## config.mk

```make
export PLATFORM = sky130hd
export DESIGN_NAME = dir_logic_fabric
export DESIGN_NICKNAME = d
export VERILOG_FILES = /design/src/rtl/fabric_pkg.sv /design/src/rtl/src_mux.sv /design/src/rtl/lut_cell.sv /design/src/rtl/cfg_chain.sv /design/src/rtl/dir_logic_fabric.sv
export SDC_FILE = /design/constraint.sdc
export NUM_CORES = 1
export LEC_CHECK = 0
export BUFFER_PORTS_ARGS = -buffer_cell sky130_fd_sc_hd__clkbuf_2
export CAP_MARGIN = 40
export CORE_UTILIZATION = 40
export CTS_CLUSTER_SIZE = 16
export DETAILED_ROUTE_END_ITERATION = 8
export SLEW_MARGIN = 20
export SYNTH_ARGS = -nofsm -noshare
export SYNTH_HDL_FRONTEND = slang
export SYNTH_HIERARCHICAL = 1
export SYNTH_SLANG_ARGS = --single-unit
```

## constraint.sdc

```tcl
create_clock -name cfg_clk -period 11.9 [get_ports cfg_clk]
set_clock_uncertainty 0.1 [all_clocks]
set_input_delay 1.785 -clock cfg_clk [delete_from_list [all_inputs] [get_ports cfg_clk]]
set_output_delay 1.785 -clock cfg_clk [all_outputs]
set_load 0.01 [all_outputs]
```

## src/rtl/fabric_pkg.sv

```systemverilog
package fabric_pkg;

  // Cells kept in column c after triangular trimming.
  function automatic int rows_in(input int rows, input int cols, input int trim, input int c);
    int cut;
    cut = trim - (cols - 1 - c);
    if (cut < 0) cut = 0;
    return rows - cut;
  endfunction

  // Number of cells in all columns left of column c.
  function automatic int cells_before(input int rows, input int cols, input int trim, input int c);
    int n;
    n = 0;
    for (int k = 0; k < c; k++) n += rows_in(rows, cols, trim, k);
    return n;
  endfunction

endpackage

```

## src/rtl/src_mux.sv

```systemverilog
module src_mux #(
  parameter int NSRC = 8,
  parameter int SELW = 3
) (
  input  logic [NSRC-1:0] src,
  input  logic [SELW-1:0] sel,
  output logic            y
);
  always_comb begin
    y = 1'b0;
    for (int i = 0; i < NSRC; i++) begin
      if (sel == SELW'(i)) y = src[i];
    end
  end
endmodule

```

## src/rtl/lut_cell.sv

```systemverilog
module lut_cell #(
  parameter int NSRC = 8,
  parameter int SELW = 3,
  localparam int CELL_BITS = 8 + 3 * SELW
) (
  input  logic [NSRC-1:0]      src,
  input  logic [CELL_BITS-1:0] cfg,
  output logic                 y
);
  logic [7:0] truth;
  logic [2:0] idx;

  assign truth = cfg[7:0];

  for (genvar k = 0; k < 3; k++) begin : g_in
    src_mux #(.NSRC(NSRC), .SELW(SELW)) u_mux (
      .src(src),
      .sel(cfg[8 + k*SELW +: SELW]),
      .y  (idx[k])
    );
  end

  assign y = truth[idx];
endmodule

```

## src/rtl/cfg_chain.sv

```systemverilog
module cfg_chain #(
  parameter int LEN = 64,
  localparam int CW = $clog2(LEN + 1)
) (
  input  logic           clk,
  input  logic           rst_n,
  input  logic           shift_en,
  input  logic           din,
  output logic [LEN-1:0] q,
  output logic           loaded
);
  logic [LEN-1:0] q_d;
  logic [CW-1:0]  cnt_q, cnt_d;

  always_comb begin
    q_d   = q;
    cnt_d = cnt_q;
    if (shift_en) begin
      q_d = {din, q[LEN-1:1]};
      if (cnt_q != CW'(LEN)) cnt_d = cnt_q + CW'(1);
    end
  end

  always_ff @(posedge clk or negedge rst_n) begin
    if (!rst_n) begin
      q     <= '0;
      cnt_q <= '0;
    end else begin
      q     <= q_d;
      cnt_q <= cnt_d;
    end
  end

  assign loaded = (cnt_q == CW'(LEN));


  chain_hold_chk: assert property (@(posedge clk) disable iff (!rst_n)
    !shift_en |=> $stable(q));


  load_sticky_chk: assert property (@(posedge clk) disable iff (!rst_n)
    loaded |=> loaded);
endmodule

```

## src/rtl/dir_logic_fabric.sv

```systemverilog
module dir_logic_fabric
  import fabric_pkg::*;
#(
  parameter int NUM_IN  = 4,
  parameter int NUM_OUT = 4,
  parameter int COLS    = 4,
  parameter int ROWS    = 4,
  parameter int TRIM    = 0
) (
  input  logic               cfg_clk,
  input  logic               rst_n,
  input  logic               cfg_en,
  input  logic               cfg_data,
  input  logic [NUM_IN-1:0]  pin,
  output logic [NUM_OUT-1:0] pout
);
  localparam int NSRC      = NUM_IN + ROWS;
  localparam int SELW      = $clog2(NSRC);
  localparam int CELL_BITS = 8 + 3 * SELW;
  localparam int NCELLS    = cells_before(ROWS, COLS, TRIM, COLS);
  localparam int OUT_BASE  = NCELLS * CELL_BITS;
  localparam int CHAIN_LEN = OUT_BASE + NUM_OUT * SELW;

  logic [CHAIN_LEN-1:0]       cfg_bits;
  logic                       loaded;
  logic [COLS-1:0][ROWS-1:0]  col_y;
  logic [NUM_OUT-1:0]         route;
  logic [NSRC-1:0]            out_src;

  cfg_chain #(.LEN(CHAIN_LEN)) u_chain (
    .clk     (cfg_clk),
    .rst_n   (rst_n),
    .shift_en(cfg_en),
    .din     (cfg_data),
    .q       (cfg_bits),
    .loaded  (loaded)
  );

  for (genvar c = 0; c < COLS; c++) begin : g_col
    localparam int RC   = rows_in(ROWS, COLS, TRIM, c);
    localparam int BASE = cells_before(ROWS, COLS, TRIM, c) * CELL_BITS;
    logic [NSRC-1:0] src;

    if (c == 0) begin : g_first
      assign src = {{ROWS{1'b0}}, pin};
    end else begin : g_next
      assign src = {col_y[c-1], pin};
    end

    for (genvar r = 0; r < ROWS; r++) begin : g_row
      if (r < RC) begin : g_cell
        lut_cell #(.NSRC(NSRC), .SELW(SELW)) u_cell (
          .src(src),
          .cfg(cfg_bits[BASE + r*CELL_BITS +: CELL_BITS]),
          .y  (col_y[c][r])
        );
      end else begin : g_trim
        assign col_y[c][r] = 1'b0;
      end
    end
  end

  assign out_src = {col_y[COLS-1], pin};

  for (genvar o = 0; o < NUM_OUT; o++) begin : g_out
    src_mux #(.NSRC(NSRC), .SELW(SELW)) u_omux (
      .src(out_src),
      .sel(cfg_bits[OUT_BASE + o*SELW +: SELW]),
      .y  (route[o])
    );
  end

  assign pout = (loaded && !cfg_en) ? route : '0;


  cfg_mask_chk: assert property (@(posedge cfg_clk) disable iff (!rst_n)
    cfg_en |-> pout == '0);


  unloaded_zero_chk: assert property (@(posedge cfg_clk) disable iff (!rst_n)
    !loaded |-> pout == '0);


  comb_hold_chk: assert property (@(posedge cfg_clk) disable iff (!rst_n)
    (!cfg_en && $past(!cfg_en) && $stable(pin)) |-> $stable(pout));
endmodule

```

==> metrics.cfg, run 1 <==
[run_status]
status = finished, final reports clean

[cells_and_area]
most-common-layout-cells = mux2_2, dfrtp_1, mux4_1
antennaDiodeCount = 0
final_area_um2 = 17300
fillCellCount = 3315
multi_input_area_um2 = 8000
final_util_pct = 45.7
layout-drive-gt1-share_pct = 44.6
nets = 937
area_delta_synth_final_pct = 12.4
final_cells = 1461
final_common_cell = mux2_2
seqCellArea_um2 = 7330

[setup_path]
cp_max_fo = 26
cp_top_family = multiplexers
critPathKind = input port to output pin
cp-end-kind = output pin
cpPeakStageDelay_ns = 0.53
critPathBufInv = 3
slowest_stage = mux4_1
r2r_cells = 5
r2r_end = u_chain/cnt_q[1]$_DFFE_PN0P_
crit_path_start_kind = input port
rrSetupSlack_ns = 10.19
worstPathArrival_ns = 9.73
cpMostUsedCell = mux4_1
cp_cell_sequence = clkbuf_2 > buf_4 > mux4_1 > mux2_2 > mux4_1 > mux2_2 > mux4_1 > mux2_2 > mux4_1 > mux2_2 > mux4_1 > mux2_2 > mux4_1 > mux2_4 > mux4_1 > mux2_2 > mux4_1 > mux2_2 > mux4_1 > mux2_2 > and3b_1 > clkbuf_2
required_ns = 10.02
reg2reg_from = u_chain/cnt_q[0]$_DFFE_PN0P_

[sta]
final.setup.tns_ns = 0
period_share_pct = 97.6
fmax_mhz = 86.1
hold_viol_final = 0
slew_headroom_pct = 33.7
maxSlewViolCount = 0
whs_ns = 0.402
tightest_slew_ns = 0.995
setup_viol = 0
fin_crit_ns = 11.62
rsz0062_at_grt = false

[drt]
drt-met1-wl_um = 13300
routed_via_density = 5.55
firstDrtPassIters = 6
wl_met3_um = 665
finalWirelength_um = 27700
wl_met2_um = 13100
drtIter0Drc = 317
ant_nets = 0
dr.max_layer_used = met4
vias = 8112
drc = 0
wl_per_cell_um = 19.0

[placed_design]
dp_hpwl_um = 16600
post_dp_cell_area_um2 = 16200
gp_congestion = 0.718
dp.cells = 1402
port_buffers = 11

[global_routing]
grt_pass1_wl_um = 46100
grt_max_degree = 170
grt_pass1_vias = 8403
grt_usage_pct = 14.7
antenna_found_initial = 0
grt-ovfl-total = 0

[clock_tree]
cts_sinks = 293
cts.path.max_buffers = 3
numCtsBuffers = 34
htree_levels = 2
post-cts-setup-buffer-count = 0
ctsHoldBuffers = 0
insertion_delay_ns = 0.52
clk_pin_slew_ns = 0.06
cts_tree = done
root_buffer = clkbuf_16

[synthesis]
yosys.cell_types.count = 26
yosys-top-cells-area = dfrtp_1, mux2_2, mux4_1
yosys_most_used_dff = dfrtp_1
avgSynthCellArea_um2 = 18.0
synth_top_area_share_pct = 47.7
ys_seq_area_share_pct = 47.7
synth-seq-cells = 293
async_reset_ff_share_pct = 100
ys_warn_count = 6
synth_top_area_cell = dfrtp_1
syn_area_um2 = 15400
synth_cells = 852
synth-edff-count = 0

[min_path]
hold_path.class = flop to flop
min_from = u_chain/q[0]$_DFFE_PN0P_
min_path_cells = 1
hold_end = u_chain/q[0]$_DFFE_PN0P_

[pwr]
ir_drop_v = 0.000105
p_leak_nw = 8.12
powerDensity_nw_per_um2 = 137

[flow_run]
max_cap_violations = 0

[die]
die_h_um = 198
die_x_um = 198
core_area_um2 = 37800
rows = 71
fp.dieArea_um2 = 39200
initial_utilization_pct = 40.7
io-pin-count = 12

where the power goes:
group | internal (mW) | leakage [nW] | switching (mW)
clock | 0.599 | 0.526 | 0.404
combinational | 0.145 | 3.57 | 0.101
sequential | 1.05 | 4.03 | 0.0592
total | 1.80 | 8.12 | 0.564
registers in the layout (all words and copies together) (netlist names):
name,cells
u_chain/q,284
u_chain/cnt_q,9
per-layer routing:
metal  global-route usage [%]  vias up
met4                     4.34        0
li1                         -     3640
met3                     2.38       46
met2                     23.6       62
met1                     20.7     4364
met5                        0        -
synthesized netlist by cell type (2+ instances only):
cell type,number
inv_1,3
a21oi_1,4
and3b_1,4
dfrtp_1,293
buf_4,23
ha_1,2
xnor2_1,4
mux4_1,136
and4_1,2
nor2_1,2
nand3_1,4
mux2_1,5
mux2_2,349
buf_2,9
final cells by class:
| class | instances | share of cell area, % |
|---|---|---|
| clock inverter | 7 | 0.369 |
| timing repair buffer | 24 | 1.30 |
| clock buffer | 52 | 5.79 |
| tap | 511 | 3.70 |
| multi-input combinational | 571 | 46.3 |
| sequential | 293 | 42.5 |
| inverter | 3 | 0.0652 |
worst max path at each step:
stage                     slack (ns)  depth (start not counted)  endpoint  startpoint
final                           0.28                         22   pout[0]      pin[3]
after detailed placement        0.22                         22   pout[0]      pin[3]
after CTS                       0.20                         22   pout[0]      pin[3]
after global placement          0.35                         22   pout[3]      pin[3]
after global routing            0.02                         22   pout[2]      pin[3]
after floorplan                 1.26                         19   pout[0]      pin[3]
cells by family after synthesis:
| family | synth area share [%] |
|---|---|
| adder cells (fa/ha/maj) | 0.163 |
| flip-flops | 47.7 |
| XOR/XNOR | 0.228 |
| other | 0.0244 |
| AND/OR/NAND/NOR | 0.904 |
| multiplexers | 49.2 |
| AO/OA/AOI/OAI | 0.277 |
| buffers and inverters | 1.49 |
metrics by stage:
stage | setup WS (ns) | total power, mW
after floorplan | 1.26 | 1.30
after global placement | 0.350 | 1.37
after detailed placement | 0.221 | 1.38
after CTS | 0.201 | 2.41
after global routing | 0.0192 | 2.47
final | 0.285 | 2.36
repair_timing:
action	CTS	global route
endpoints found under the setup margin	0	4
resized for setup	0	5
endpoints found under the hold margin	0	0
Note: power is estimated with default switching activity, not from simulation.
==> inputs of run 2 (changes only) <==
--- a/config.mk
+++ b/config.mk
@@ -5,11 +5,12 @@
 export SDC_FILE = /design/constraint.sdc
 export NUM_CORES = 1
 export LEC_CHECK = 0
-export BUFFER_PORTS_ARGS = -buffer_cell sky130_fd_sc_hd__clkbuf_2
 export CAP_MARGIN = 40
 export CORE_UTILIZATION = 40
 export CTS_CLUSTER_SIZE = 16
 export DETAILED_ROUTE_END_ITERATION = 8
+export DONT_BUFFER_PORTS = 1
+export GPL_TIMING_DRIVEN = 0
 export SLEW_MARGIN = 20
 export SYNTH_ARGS = -nofsm -noshare
 export SYNTH_HDL_FRONTEND = slang
==> metrics.cfg, run 2 (synthesized netlist as in run 1, its figures left out) <==
[cells_and_area]
final_util_pct = 46.0
fillCellCount = 3305
nets = 946
final_common_cell = mux2_2
largest_register_ffs = 284
layout-drive-gt1-share_pct = 45.8
final_area_um2 = 17300
seqCellArea_um2 = 7330
regMostFlops = u_chain/q
top_regs = u_chain/q (284), u_chain/cnt_q (9)
most-common-layout-cells = mux2_2, dfrtp_1, mux4_1
area_delta_synth_final_pct = 12.9
multi_input_area_um2 = 7980

[sta]
hold_viol_final = 0
setup_ws_ns = 0.455
slew_headroom_pct = 66.0
fmax_mhz = 87.4
maxSlewViolCount = 0
rsz0062_at_grt = false
tightest_slew_ns = 0.509
final.setup.tns_ns = 0
fin_crit_ns = 11.45
setup_viol = 0
period_share_pct = 96.2

[setup_path]
critPathKind = input port to output pin
cp_max_fo = 52
required_ns = 10.02
cp-end-kind = output pin
rrSetupSlack_ns = 10.14
crit_path_start_kind = input port
worstPathArrival_ns = 9.56

[clock_tree]
htree_levels = 2
cts_sinks = 293
post-cts-setup-buffer-count = 0
cts.path.max_buffers = 3
clk_pin_slew_ns = 0.06
cts_tree = done
insertion_delay_ns = 0.50
cts_resized = 0
ctsHoldBuffers = 0
root_buffer = clkbuf_16
numCtsBuffers = 35

[drt]
drtIter0Drc = 331
firstDrtPassIters = 4
ant_nets = 0
finalWirelength_um = 28100
drc = 0
routed_via_density = 5.56
vias = 8179
wl_per_cell_um = 19.1

[pwr]
intPower_mw = 1.85
powerDensity_nw_per_um2 = 138
ir_drop_v = 0.000116
switching_share_pct = 22.4
pwr-share-comb_pct = 9.2
clockPowerShare_pct = 44.4
p_sw_mw = 0.537
p_leak_nw = 8.17
sequentialPowerShare_pct = 46.4

[min_path]
hold_path.class = flop to flop

[global_routing]
grt_pass1_vias = 8515
antenna_found_initial = 0
grt_max_degree = 294
grt-ovfl-total = 0
grt_pass1_wl_um = 46600
grt_usage_pct = 14.8

[placed_design]
place_ws_ns = 0.429
dp_hpwl_um = 15800
port_buffers = 0
post_dp_cell_area_um2 = 16200
gp_congestion = 0.695

[die]
io-pin-count = 12
die_h_um = 198
core_area_um2 = 37800
fp.dieArea_um2 = 39200
rows = 71
die_x_um = 198
initial_utilization_pct = 40.7

[flow_run]
max_cap_violations = 0

[run_status]
status = finished, final reports clean

-- run 2: final cells by class --
cell class              count  share of cell area (%)
clock buffers              50                    6.08
clock inverters            11                   0.635
well taps                 511                    3.69
diodes                      1                  0.0144
plain buffers              32                    1.25
inverters                   3                  0.0649
flip-flops and latches    293                    42.3
multi-input cells         571                    46.0
-- run 2: worst paths after layout --
kind	to	cells after the start	start
hold reg to reg	u_chain/q[0]$_DFFE_PN0P_	1	u_chain/q[0]$_DFFE_PN0P_
setup reg to reg	u_chain/cnt_q[1]$_DFFE_PN0P_	5	u_chain/cnt_q[0]$_DFFE_PN0P_
min in group asynchronous	u_chain/q[175]$_DFFE_PN0P_	0	rst_n
hold / removal	u_chain/q[0]$_DFFE_PN0P_	1	u_chain/q[0]$_DFFE_PN0P_
max in group asynchronous	u_chain/q[29]$_DFFE_PN0P_	0	rst_n
setup / recovery	pout[2]	19	pin[3]
-- run 2: worst max-delay path: stages --
cell,delay [ns]
mux4_1,0.49
mux2_2,0.31
mux4_1,0.46
mux2_2,0.41
mux4_1,0.53
mux2_2,0.31
mux4_1,0.46
mux2_2,0.43
mux4_1,0.53
mux2_2,0.30
mux4_1,0.45
mux2_2,0.41
mux4_1,0.53
mux2_2,0.31
mux4_1,0.46
mux2_2,0.34
mux4_1,0.49
mux2_2,0.30
and3b_1,0.22
-- run 2: power by group through the flow --
stage,logic [mW],registers (mW),clock network [mW]
floorplan,0.191,1.11,0
global placement,0.215,1.13,0
detailed placement,0.220,1.13,0
CTS,0.221,1.11,1.10
global route,0.236,1.12,1.14
finish,0.219,1.11,1.06
-- run 2: metrics by stage --
step                hold slack, ns  std cells  power, mW
finish                       0.400       1472       2.39
global route                 0.429       1471       2.50
CTS                          0.404       1471       2.43
detailed placement           0.390       1410       1.35
global placement             0.383       1410       1.34
floorplan                    0.367        899       1.30
-- run 2: per-layer routing --
metal / wire length (um) / track usage, % / vias to the layer above
met2: 13400 / 23.6 / 66
li1: - / - / 3663
met3: 642 / 2.21 / 49
met4: 505 / 3.93 / 0
met1: 13500 / 21.3 / 4401
met5: 0 / 0 / -
